## config.mk

```make
export PLATFORM = sky130hd
export DESIGN_NAME = gpio48_edge_irq
export DESIGN_NICKNAME = d
export VERILOG_FILES = /design/src/rtl/gpio48_pkg.sv /design/src/rtl/gpio48_sync.sv /design/src/rtl/gpio48_out_regs.sv /design/src/rtl/gpio48_irq_port.sv /design/src/rtl/gpio48_edge_irq.sv
export SDC_FILE = /design/constraint.sdc
export NUM_CORES = 1
export LEC_CHECK = 0
export BUFFER_PORTS_ARGS = -buffer_cell sky130_fd_sc_hd__buf_4
export CAP_MARGIN = 20
export CORE_MARGIN = 3
export CORE_UTILIZATION = 45
export DETAILED_ROUTE_END_ITERATION = 10
export PLACE_DENSITY = 0.64
export SLEW_MARGIN = 15
export SYNTH_ARGS = -nofsm -noshare
export SYNTH_HDL_FRONTEND = slang
export SYNTH_HIERARCHICAL = 1
export SYNTH_SLANG_ARGS = --single-unit
```

## constraint.sdc

```tcl
create_clock -name clk -period 3.2 [get_ports clk]
set_input_delay 0.16 -clock clk [delete_from_list [all_inputs] [get_ports clk]]
set_output_delay 0.16 -clock clk [all_outputs]
set_load 0.03 [all_outputs]
```

## src/rtl/gpio48_pkg.sv

```systemverilog
package gpio48_pkg;

  localparam int PAGE_CODE_W = 8;

  typedef enum logic [1:0] {
    PG_NONE = 2'd0,
    PG_EN   = 2'd1,
    PG_POL  = 2'd2,
    PG_ID   = 2'd3
  } page_e;

  function automatic page_e decode_page(input logic [PAGE_CODE_W-1:0] code);
    case (code)
      8'h80:   return PG_EN;
      8'h40:   return PG_POL;
      8'hC0:   return PG_ID;
      default: return PG_NONE;
    endcase
  endfunction

endpackage

```

## src/rtl/gpio48_sync.sv

```systemverilog
module gpio48_sync #(
  parameter int WIDTH = 48
) (
  input  logic             clk,
  input  logic             rst,
  input  logic [WIDTH-1:0] async_in,
  output logic [WIDTH-1:0] sync_out
);
  logic [WIDTH-1:0] stage1;

  always_ff @(posedge clk) begin
    if (rst) begin
      stage1   <= '0;
      sync_out <= '0;
    end else begin
      stage1   <= async_in;
      sync_out <= stage1;
    end
  end
endmodule

```

## src/rtl/gpio48_out_regs.sv

```systemverilog
module gpio48_out_regs #(
  parameter int PORT_W    = 8,
  parameter int NUM_PORTS = 6,
  parameter int ADDR_W    = 4
) (
  input  logic                        clk,
  input  logic                        rst,
  input  logic [ADDR_W-1:0]           bus_addr,
  input  logic                        bus_wr,
  input  logic [PORT_W-1:0]           bus_wdata,
  output logic [NUM_PORTS*PORT_W-1:0] latches
);
  for (genvar p = 0; p < NUM_PORTS; p++) begin : g_port
    always_ff @(posedge clk) begin
      if (rst) begin
        latches[p*PORT_W +: PORT_W] <= '0;
      end else if (bus_wr && bus_addr == ADDR_W'(p)) begin
        latches[p*PORT_W +: PORT_W] <= bus_wdata;
      end
    end
  end
endmodule

```

## src/rtl/gpio48_irq_port.sv

```systemverilog
module gpio48_irq_port #(
  parameter int PORT_W = 8
) (
  input  logic              clk,
  input  logic              rst,
  input  logic [PORT_W-1:0] sense,
  input  logic              en_wr,
  input  logic              pol_wr,
  input  logic [PORT_W-1:0] wdata,
  output logic [PORT_W-1:0] en,
  output logic [PORT_W-1:0] pol,
  output logic [PORT_W-1:0] pend
);
  logic [PORT_W-1:0] prev;
  logic [PORT_W-1:0] hit;
  logic [PORT_W-1:0] keep;
  logic [PORT_W-1:0] pend_nxt;

  // Each line watches for the edge its polarity bit selects.
  always_comb begin
    hit      = (pol & sense & ~prev) | (~pol & ~sense & prev);
    keep     = en_wr ? wdata : en;
    // A line whose new enable bit is 0 loses its pending state, even if an
    // edge arrives in the same cycle.
    pend_nxt = (pend | (hit & en)) & keep;
  end

  always_ff @(posedge clk) begin
    if (rst) begin
      prev <= '0;
      en   <= '0;
      pol  <= '0;
      pend <= '0;
    end else begin
      prev <= sense;
      pend <= pend_nxt;
      if (en_wr)  en  <= wdata;
      if (pol_wr) pol <= wdata;
    end
  end
endmodule

```

## src/rtl/gpio48_edge_irq.sv

```systemverilog
module gpio48_edge_irq
  import gpio48_pkg::*;
#(
  parameter int PORT_W    = 8,
  parameter int NUM_PORTS = 6,
  parameter int IRQ_PORTS = 3,
  parameter int ADDR_W    = 4
) (
  input  logic                        clk,
  input  logic                        rst,
  input  logic [ADDR_W-1:0]           bus_addr,
  input  logic                        bus_wr,
  input  logic [PORT_W-1:0]           bus_wdata,
  input  logic                        bus_rd,
  output logic [PORT_W-1:0]           bus_rdata,
  input  logic [NUM_PORTS*PORT_W-1:0] pin_in,
  output logic [NUM_PORTS*PORT_W-1:0] pin_out,
  output logic                        irq
);
  localparam int LINES       = NUM_PORTS * PORT_W;
  localparam int IRQ_LINES   = IRQ_PORTS * PORT_W;
  localparam int SUMMARY_OFS = NUM_PORTS;
  localparam int PAGE_OFS    = NUM_PORTS + 1;
  localparam int BANK_OFS    = NUM_PORTS + 2;

  logic [LINES-1:0]       sensed;
  logic [PAGE_CODE_W-1:0] page_q;
  page_e                  page;
  logic [IRQ_LINES-1:0]   en_flat;
  logic [IRQ_LINES-1:0]   pol_flat;
  logic [IRQ_LINES-1:0]   pend_flat;
  logic [IRQ_PORTS-1:0]   summary;
  logic [PORT_W-1:0]      rd_mux;

  gpio48_sync #(.WIDTH(LINES)) u_sync (
    .clk      (clk),
    .rst      (rst),
    .async_in (pin_in),
    .sync_out (sensed)
  );

  gpio48_out_regs #(.PORT_W(PORT_W), .NUM_PORTS(NUM_PORTS), .ADDR_W(ADDR_W)) u_out (
    .clk       (clk),
    .rst       (rst),
    .bus_addr  (bus_addr),
    .bus_wr    (bus_wr),
    .bus_wdata (bus_wdata),
    .latches   (pin_out)
  );

  always_ff @(posedge clk) begin
    if (rst) begin
      page_q <= '0;
    end else if (bus_wr && bus_addr == ADDR_W'(PAGE_OFS)) begin
      page_q <= PAGE_CODE_W'(bus_wdata);
    end
  end

  assign page = decode_page(page_q);

  for (genvar p = 0; p < IRQ_PORTS; p++) begin : g_bank
    logic sel;
    assign sel = bus_wr && bus_addr == ADDR_W'(BANK_OFS + p);

    gpio48_irq_port #(.PORT_W(PORT_W)) u_port (
      .clk    (clk),
      .rst    (rst),
      .sense  (sensed[p*PORT_W +: PORT_W]),
      .en_wr  (sel && page == PG_EN),
      .pol_wr (sel && page == PG_POL),
      .wdata  (bus_wdata),
      .en     (en_flat[p*PORT_W +: PORT_W]),
      .pol    (pol_flat[p*PORT_W +: PORT_W]),
      .pend   (pend_flat[p*PORT_W +: PORT_W])
    );

    assign summary[p] = |pend_flat[p*PORT_W +: PORT_W];
  end

  always_comb begin
    rd_mux = '0;
    for (int p = 0; p < NUM_PORTS; p++) begin
      if (bus_addr == ADDR_W'(p)) rd_mux = sensed[p*PORT_W +: PORT_W];
    end
    if (bus_addr == ADDR_W'(SUMMARY_OFS)) rd_mux = PORT_W'(summary);
    if (bus_addr == ADDR_W'(PAGE_OFS))    rd_mux = PORT_W'(page_q);
    for (int p = 0; p < IRQ_PORTS; p++) begin
      if (bus_addr == ADDR_W'(BANK_OFS + p)) begin
        case (page)
          PG_EN:   rd_mux = en_flat[p*PORT_W +: PORT_W];
          PG_POL:  rd_mux = pol_flat[p*PORT_W +: PORT_W];
          PG_ID:   rd_mux = pend_flat[p*PORT_W +: PORT_W];
          default: rd_mux = '0;
        endcase
      end
    end
  end

  always_ff @(posedge clk) begin
    if (rst) begin
      bus_rdata <= '0;
      irq       <= 1'b0;
    end else begin
      if (bus_rd) bus_rdata <= rd_mux;
      irq <= |pend_flat;
    end
  end
endmodule

```

== Word level (Yosys, flattened, before mapping) ==
Index checks and enable logic that the tools add are counted.

* Input port bits: 64
* Register bits: 257

* Mux-type cells: 18
* Equal/unequal tests: 16
* Reductions and logical operators: 21
* Bitwise operators: 33

{| class="wikitable"
|+ Operator list
! operator !! number
|-
| bitwise AND 8 bit || 18
|-
| 2-to-1 mux 8 bit || 14
|-
| inverter 8 bit || 9
|-
| case mux 8 bit (3 select lines) || 3
|-
| OR 8 bit || 6
|-
| OR reduction 24 bit || 1
|-
| OR reduction 8 bit || 3
|-
| == test 4 x 3 -> 1 bit, second input constant || 4
|-
| == test 8 bit, second input constant || 2
|-
| logical AND 1 bit || 16
|-
| == test 4 bit, second input constant || 3
|-
| == test 4 x 2 -> 1 bit, second input constant || 2
|-
| == test 8 x 7 -> 1 bit, second input constant || 1
|-
| case mux 2 bit (3 select lines) || 1
|-
| == test 2 bit, second input constant || 2
|-
| == test 4 x 1 -> 1 bit, second input constant || 1
|-
| zero test 4 bit || 1
|-
| == test 2 x 1 -> 1 bit, second input constant || 1
|}

== Longest topological paths before layout ==
Gate-level depths: netlist of run 1.

* Depth in word-level cells: 12
* Mapped depth: 8

== Hierarchy ==
Netlist of run 1, hierarchy kept.

{| class="wikitable"
|+ Modules (own cells, without submodules)
! module !! area an instance (um^2) !! sequential area each (um^2) !! cells an instance !! times used
|-
| gpio48_irq_port || 1255.0 || 640.6 || 109 || 3
|-
| gpio48_sync || 2600.0 || 1921.8 || 202 || 1
|-
| gpio48_edge_irq || 2055.7 || 340.3 || 290 || 1
|-
| gpio48_out_regs || 1929.4 || 960.9 || 171 || 1
|}

== Least setup slack after synthesis of run 1 ==
Ideal clock, no wire load.

* Kind: register to register
* Start: reg page_q[0]
* End: reg g_bank[1].u_port.pend[0]
* Arrival: 1.819 ns
* Setup time: 0.131 ns
* Data required time: 3.069 ns
* Setup slack: 1.250 ns
* Cell stages (with the launch flop): 8
* Period minus slack after synthesis: 1.950 ns
* Buffers on the path: 1
* Cell sequence: dfxtp_1 > or4_4 > nor3_4 > nand4b_1 > nor2_1 > buf_6 > mux2i_1 > a311oi_2

* Word-level cells in the longest chain between the ends: 6
* Elaborated cells between the ends (all ways): 8

{| class="wikitable"
|+ RTL lines
! element !! line !! text
|-
| from (decl) || gpio48_edge_irq.sv:27 || <nowiki>logic [PAGE_CODE_W-1:0] page_q;</nowiki>
|-
| from (signal assigned) || gpio48_edge_irq.sv:55 || <nowiki>page_q <= PAGE_CODE_W'(bus_wdata);</nowiki>
|-
| == test 8 bit / == test 8 x 7 -> 1 bit (equally long branches) || gpio48_pkg.sv:13 || <nowiki>case (code)</nowiki>
|-
| case mux 2 bit (3 select lines) * || gpio48_pkg.sv:13 ||
|-
| == test 2 x 1 -> 1 bit * || gpio48_edge_irq.sv:69 || <nowiki>.en_wr (sel && page == PG_EN),</nowiki>
|-
| logical AND 1 bit * || gpio48_edge_irq.sv:69 ||
|-
| 2-to-1 mux 8 bit * || -- ||
|-
| bitwise AND 8 bit * || gpio48_irq_port.sv:25 || <nowiki>pend_nxt = (pend | (hit & en)) & keep;</nowiki>
|-
| to (signal assigned) || gpio48_irq_port.sv:36 || <nowiki>pend <= pend_nxt;</nowiki>
|-
| to (decl) || gpio48_irq_port.sv:12 || <nowiki>output logic [PORT_W-1:0] pend</nowiki>
|}

Every way passes the cells marked *; elsewhere a longest branch is shown, timed or not.
A chain may end at the register's enable or synchronous reset.

== Worst setup path in the final report of run 1 ==
* Start: reg page_q[0]
* End: reg g_bank[2].u_port.en[3]

* Word-level cells in the longest chain between the ends: 5
* Elaborated cells between the ends (all ways): 7

{| class="wikitable"
|+ RTL lines
! element !! line !! text
|-
| == test 8 bit / == test 8 x 7 -> 1 bit (equally long branches) || gpio48_pkg.sv:13 ||
|-
| case mux 2 bit (3 select lines) * || gpio48_pkg.sv:13 ||
|-
| == test 2 x 1 -> 1 bit * || gpio48_edge_irq.sv:69 ||
|-
| logical AND 1 bit * || gpio48_edge_irq.sv:69 ||
|-
| 2-to-1 mux 8 bit * || -- ||
|-
| to (signal assigned) || gpio48_irq_port.sv:37 || <nowiki>if (en_wr) en <= wdata;</nowiki>
|-
| to (decl) || gpio48_irq_port.sv:10 || <nowiki>output logic [PORT_W-1:0] en,</nowiki>
|}

Marked as above.

==> impl_results.md, run 1 <==
* Half-perimeter wire length after detailed placement at approximately 17 mm
* Synth top area share at 49.7%
* TritonCTS clock tree: yes
* Post-synthesis mux area share at 12.8%
* Master cell of the clock root buffer: clkbuf_16
* Detail-routed net length per standard cell at ~17 microns
* Status: finished clean
* Total area of multi-input combinational cells at 4740 sq um
* Post-Syn Area at 10300 sq um
* Fraction of registers with async set or reset after synthesis at 0%
* Unrepaired setup endpoints after global routing: no
* Dominant cell type by area after synthesis: dfxtp_1
* Worst slew margin at 53.5%
* Maximum fanout count along the critical path at 8
* Post-CTS setup repair buffer count at 0
* Clock net sink count at about 260
* Initial Util at 46.6%
* Ys flop type: dfxtp_1
* Net count after synthesis at roughly 1100
* Number of hold buffers added after cts at 64
* Setup violations, final at 0
* Filler cell count at approximately 1900
* Setup TNS Final at 0 ps
* Final worst clock skew at 14.6 ps
* Portion of the post-synthesis area used by sequential elements at between 40% and 50%
* Drt via density at 5.27
* Number of storage elements in the synthesis netlist at 257
* Critical path startpoint category: flip-flop
* Min Clock Period, post-route at 2270 ps
* Final critical-path share of the clock period at 70.9%
* Maximum clock insertion buffer count at 3
* P per Cell Area at 554 nW/um^2
* Number of buffer cells added on primary ports at 120
* Worst Setup End Kind: flip-flop
* Worst min path class: in -> reg
* Count of cells resized by post-cts repair at 0
* Die Area at between 20000 and 25000 sq um
* Number of warnings issued by yosys at 6
* Mean instance size in the synthesized netlist at 10.5 sq um
* Via count of the first global-routing pass at about 7200
* Core ar. at 22200 sq um
* Crit path top cell by count: nor2_1
* Die boundary height at 158 microns
* CTS H-tree depth at 1
* Endpoint required time on the critical path at 3610 ps
* Slew Limit Fails at 0
* Slowest cell on the critical path: or4_4
* Floorplan row count at 54
* Last weighted congestion value of the routability-driven placer at between 0.8 and 0.9
* First-pass DRT Iterations at 6
* Area share of and/or/nand/nor cells after synthesis at 22.7%
* Pin count of the biggest net entering global routing at 92
* Number of primary I/O pins at 121
* Post-route worst hold slack at between 15 and 20 ps
* Compound-gate portion of the synthesized area at about a tenth
* Number of standard cells in the final layout excluding fillers at 1458
* Final net count at 1222
* DR iter-0 viols at 611
* Number of diodes added for antenna fixing at 0
* Total wirelength of the detailed-routed design at 25.2 mm
* Adder and majority gate portion of the synthesized area at 0%
* Inserted Clock Buffers at 27
* Overall die width at 158 microns
* First-pass GRT wire length at between 30 and 40 mm
* Delay of the slowest cell on the worst path at 560 ps
* Maximum resistive drop on vdd at 0.379 mV
* Cell chain of the critical path: or4_4, nor3_4, nand4b_1, nor2_1, buf_4, mux2i_1, nor2_1
* Register area at 5140 sq um
* Upper clock frequency limit at 0.441 GHz
* Count of vias placed by the detailed router at 7677
* Layout area overhead at 26.0%
* Top cells by area, synth: dfxtp_1 (50%), mux2i_1 (11%), nor2b_1 (7.6%)
* Leakage at 4.95 nW
* Hold violation total from the final report at 0
* Number of enable-type register cells in the synthesized netlist at 0
* DR DRC count at 0
* Clock insertion delay at the later pin of the skew report at 540 ps
* Synth cell types at 49
* Arrival time of the worst setup path at 2680 ps
* Residual overflow from global routing at 0
* Post-synthesis share of cell area spent on xor and xnor gates at 0%
* Layout cells sized above 1 at 19.9%
* Dominant combinational cell family by area after synthesis: simple AND/OR/NAND/NOR gates
* Placed instance count at 1345
* Antenna violations before repair at 0
* Max-cap check violation count at 0
* Worst-margin pin slew at approximately 700 ps
* Final core utilization at 58.7%
* ANT nets after route at 0
* Crit Path Category: reg -> reg
* Synthesized instance count at 990
* Clock slew seen by the registers of the worst setup and hold paths at 70 ps
* Total GRT Usage at 19.9%
logic make-up after synthesis:
logic type | count (synthesis)
simple gates | 378
flops | 257
mux | 130
compound gates | 132
buf+inv | 93
worst paths after layout:
path,startpoint,endpoint,slack (ps),cells past startpoint
worst min register to register,u_sync/stage1[35],u_sync/sync_out[35],430,1
worst max register to register,page_q[0],g_bank[2].u_port/en[3],930,7
worst min-delay path,bus_wdata[2],g_bank[0].u_port/pol[2],20,3
worst max-delay path,page_q[0],g_bank[2].u_port/en[3],930,7
critical path, delay by kind of cell (launching register included):
family / cells / cell delay (ps)
flip-flops: 1 / 330
buffers and inverters: 1 / 230
AND/OR/NAND/NOR: 5 / 1290
multiplexers: 1 / 290
per-layer routing:
metal / vias up / GRT usage (%) / wire [microns]
li1: 3808 / - / -
met4: 0 / 5.87 / 688
met5: - / 0 / 0
met3: 47 / 3.31 / 1440
met1: 3590 / 29.3 / 12400
met2: 232 / 30.2 / 10700
stage by stage:
stage | worst slack, ps | total power [mW] | area (sq um)
after floorplan | 1250 | 3.61 | 10300
after global routing | 772 | 7.47 | 13000
final | 931 | 7.23 | 13000
after detailed placement | 958 | 3.78 | 11400
after CTS | 947 | 7.30 | 13000
after global placement | 1040 | 3.78 | 11400
final cells by class:
class,instances,area share [%]
multi-input cells,640,36.4
flip-flops and latches,257,39.4
well taps,280,2.69
clock buffers,35,5.87
inverters,33,0.950
repair buffers,199,12.9
clock inverters,14,1.78
where the power goes:
part | total (mW) | switching [mW] | internal (mW)
Combinational | 0.448 | 0.234 | 0.214
Sequential | 3.32 | 0.0412 | 3.28
Clock | 3.46 | 1.29 | 2.17
cells in the mapped netlist (14+ instances only):
cell,instances
nand2_1,28
inv_1,33
nor2b_1,126
a21oi_1,25
a311oi_2,24
mux2i_1,112
dfxtp_1,257
nand4bb_1,24
o21ai_0,24
nor2_1,72
buf_2,24
nand2b_1,59
nand4b_1,28
mux2_2,18
clkbuf_1,20
nand3_1,14
flip-flops by register name (all words and copies together), names as in the netlist:
register and cells:
g_bank.u_port/en 24, u_sync/sync_out 48, u_out/latches 48, g_bank.u_port/prev 24, g_bank.u_port/pol 24, page_q 8, u_sync/stage1 48, bus_rdata 8
irq 1, g_bank.u_port/pend 24
placed cells by master (no fill, tap or decap), types with 5 or more instances in the layout:
master / count
a211oi_1: 8
a21oi_1: 25
a22o_1: 8
a22oi_1: 10
a311oi_1: 5
a311oi_2: 24
buf_4: 132
bufinv_16: 6
clkbuf_16: 27
clkbuf_8: 6
dfxtp_1: 257
dlygate4sd3_1: 64
inv_1: 33
mux2_2: 18
mux2i_1: 112
nand2_1: 28
nand2b_1: 59
nand3_1: 14
nand4b_1: 28
nand4bb_1: 24
nor2_1: 72
nor2b_1: 126
o21ai_0: 24
o22ai_1: 8
Power figures use the tool's default switching activity.
==> run 2, diff against run 1 <==
- ABC_AREA: not set -> 1
- PLACE_DENSITY: 0.64 -> 0.66
- clock period: 3.2 -> 1.95 ns (I/O delays scaled with it)
==> run 2 against run 1 <==
Compared with the run above:
- synthesized cell count up 54%
- highest routed layer unchanged
- setup slack worse by 780 ps
- largest cell class unchanged
- flip-flop and latch count unchanged
==> impl_results.md, run 2 <==
* Leading cell type in the layout, fill and taps excluded: nor2_1
* Setup slack after placement at 89.0 ps (-869 ps)
* Number of diodes added for antenna fixing at 0 (unchanged)
* Top cells by area, synth: dfxtp_1 (48%), nor2_1 (11%), inv_1 (9.9%)
* Number of enable-type register cells in the synthesized netlist at 0 (unchanged)
* Master cell of the clock root buffer: clkbuf_16
* Core ar. at 23100 sq um (+3.7%)
* Drt via density at 4.68 (-11%)
* Ranking of synthesized cells by instance count: nor2_1 (311), inv_1 (283), nand2_1 (281)
* Synthesized instance count at 1523 (+54%)
* TritonCTS clock tree: yes
* Critical Path End: g_bank[1].u_port/pend[3]
* ANT nets after route at 0 (unchanged)
* Via count of the first global-routing pass at 9197 (+27%)
* Final worst-path setup slack at 150 ps (-780 ps)
* First-pass GRT wire length at 47.4 mm (+20%)
* Critical path startpoint category: flip-flop
* Reg-to-Reg End: g_bank[1].u_port/pend[3]
* Clock net sink count at 257 (unchanged)
* Residual overflow from global routing at 0 (unchanged)
* Setup TNS Final at 0 ps (unchanged)
* Half-perimeter wire length after detailed placement at 20.5 mm (+21%)
* Die Area at 25800 sq um (+3.8%)
* CTS H-tree depth at 1 (unchanged)
* Layout area overhead at 24.6%
* Worst Setup End Kind: flip-flop
* Layout cells sized above 1 at 14.4% (-5.6 points)
* Cell chain of the critical path: inv_1, nand2_4, nor2_4, nand2_4, nor3_1, buf_4, inv_1, o21ai_1, a21oi_1
* Total power after layout at 11.5 mW (+60%)
* Upper clock frequency limit at 0.556 GHz (+26%)
* Synth cell types at 30 (-39%)
* Post-route worst hold slack at 52.8 ps (+34.3 ps)
* Count of vias placed by the detailed router at 9570 (+25%)
* Unrepaired setup endpoints after global routing: no
* Worst-margin pin slew at 579 ps (-118 ps)
* Overall die width at 161 microns (+1.9%)
* Maximum clock insertion buffer count at 3 (unchanged)
* Final net count at 1776 (+45%)
* Die boundary height at 161 microns (+1.9%)
* Number of primary I/O pins at 121 (unchanged)
* Maximum fanout count along the critical path at 11 (+3)
* Setup violations, final at 0 (unchanged)
* Count leader, synth: nor2_1
* First-pass DRT Iterations at 5 (-1)
* Ys flop type: dfxtp_1
* Most Used Layer, Global Route: met2
* Filler cell count at 2177 (+15%)
* Source of the worst register-to-register timing path: page_q[4]
* Hold violation total from the final report at 0 (unchanged)
* Detail-routed net length per standard cell at 14.3 microns (-17%)
* Arrival time of the worst setup path at 2210 ps (-470 ps)
* Pin count of the biggest net entering global routing at 49 (-47%)
* Clock insertion delay at the later pin of the skew report at 530 ps (about the same)
* Clock slew seen by the registers of the worst setup and hold paths at 60 ps (about the same)
* Worst reg-to-reg setup slack at 150 ps (-780 ps)
* Max-cap check violation count at 0 (unchanged)
* DR iter-0 viols at 732 (+20%)
* Total GRT Usage at 22.4% (+2.5 points)
* Global routing met3 resource utilization at 3.20% (-0.11 points)
* Cell depth of the worst flop-to-flop path at 9 (+2)
* Number of storage elements in the synthesis netlist at 257 (unchanged)
* Synth top area share at 47.8% (-1.9 points)
* Startpoint of the most critical setup path: page_q[4]
* Min Clock Period, post-route at 1800 ps (-470 ps)
* Portion of the post-synthesis area used by sequential elements at 47.8% (-1.9 points)
* DR DRC count at 0 (unchanged)
* Final critical-path share of the clock period at 92.3% (+21 points)
* Number of standard cells in the final layout excluding fillers at 2046 (+40%)
* Dominant cell type by area after synthesis: dfxtp_1
* Slowest cell on the critical path: dfxtp_1
* Number of warnings issued by yosys at 6 (unchanged)
* Fraction of registers with async set or reset after synthesis at 0% (unchanged)
* Post-Syn Area at 10800 sq um (+4.0%)
* Mean instance size in the synthesized netlist at 7.07 sq um (-32%)
* Last weighted congestion value of the routability-driven placer at 0.972 (+9.9%)
* Endpoint required time on the critical path at 2360 ps (-1250 ps)
* Number of buffer cells added on primary ports at 120 (unchanged)
* Initial Util at 46.7% (+0.11 points)
* Met1 routing resource usage after global routing at 30.7% (+1.4 points)
* Worst min path class: in -> reg
* Leakage at 6.30 nW (+27%)
* Delay of the slowest cell on the worst path at 310 ps (-250 ps)
* Placed instance count at 1932 (+44%)
* Inserted Clock Buffers at 27 (unchanged)
* Status: finished clean
* Total wirelength of the detailed-routed design at 29.2 mm (+16%)
* Maximum resistive drop on vdd at 0.714 mV (+88%)
* Floorplan row count at 55 (+1.9%)
* Antenna violations before repair at 0 (unchanged)
* P per Cell Area at 860 nW/um^2 (+55%)
* Regs by FF count: u_out/latches x48, u_sync/stage1 x48, u_sync/sync_out x48
* Slew Limit Fails at 0 (unchanged)
* Net count after synthesis at 1587 (+51%)
* Met2 Use GR at 36.1% (+5.9 points)
* Final worst clock skew at 8.84 ps (-5.76 ps)
* Worst slew margin at 61.4% (+7.9 points)
* Crit Path Category: reg -> reg
* Highest-count cells in the layout ignoring fill and taps: nor2_1 (311), inv_1 (283), nand2_1 (281)
==> run 2: cell count changes after synthesis, moves of 36 or more <==
cell / delta
a21oi_1: +36
inv_1: +250
mux2i_1: -112
nand2_1: +253
nand2b_1: -59
nand3_1: +76
nand4_1: +40
nor2_1: +239
nor2b_1: -126
o21ai_0: +40
==> run 2: layout make-up <==
cell class | instances | area (sq um) | area share, %
sequential | 257 | 5140 | 38.4
tap | 313 | 392 | 2.92
inverter | 292 | 1100 | 8.23
multi-input combinational | 924 | 4140 | 30.9
clock inverter | 10 | 113 | 0.840
timing repair buffer | 210 | 1720 | 12.9
clock buffer | 40 | 795 | 5.93
==> run 2: cells by family (layout without fill, tap and decap cells) <==
family,count (synthesis),in the layout,share of synthesized area (%)
buffers and inverters,342,552,13.7
AND/OR/NAND/NOR,774,774,31.3
flip-flops,257,257,47.8
AO/OA/AOI/OAI,150,150,7.19
==> run 2: how the worst min path moves through the flow <==
stage                     cells after the start  slack [ps]           endpoint         from
after floorplan                               2         200   u_sync/stage1[0]    pin_in[0]
after global placement                        3         300  u_sync/stage1[43]   pin_in[43]
after detailed placement                      3         300  u_sync/stage1[13]   pin_in[13]
after CTS                                     5          30   u_out/latches[7]  bus_addr[3]
after global routing                          5          80  u_out/latches[34]  bus_addr[2]
final                                         5          50  u_out/latches[37]  bus_addr[2]
==> run 2: where the power goes <==
group | internal, mW | switching [mW] | total, mW
sequential | 5.39 | 0.0877 | 5.48
clock | 3.09 | 2.07 | 5.16
combinational | 0.357 | 0.541 | 0.899
==> run 2: layer usage <==
| layer | share of wire (%) | wire (microns) | vias up |
|---|---|---|---|
| met1 | 45 | 13100 | 4164 |
| met5 | 0 | 0 | - |
| met4 | 3.8 | 1100 | 0 |
| li1 | - | - | 4997 |
| met2 | 45 | 13100 | 338 |
| met3 | 6.8 | 1980 | 71 |
==> run 2: repair_timing <==
| action | CTS | global route |
|---|---|---|
| setup endpoints to repair | 0 | 12 |
| hold buffers | 59 | 0 |
| buffers inserted | 0 | 5 |
| gates resized for setup | 0 | 1 |
| hold endpoints to repair | 130 | 0 |
==> run 2: stage by stage <==
| step | utilization (%) | area (sq um) |
|---|---|---|
| after CTS | 58.0 | 13400 |
| after global placement | 51.5 | 11900 |
| after global routing | 58.2 | 13400 |
| final | 58.2 | 13400 |
| after detailed placement | 51.5 | 11900 |
| after floorplan | - | 10800 |
==> run 2: worst max-delay path, delay by kind of cell (launching register included) <==
family | cells | cell delay [ps]
AOI/OAI and AO/OA | 2 | 250
buffers and inverters | 3 | 490
DFF | 1 | 310
and+or+nand+nor | 4 | 630
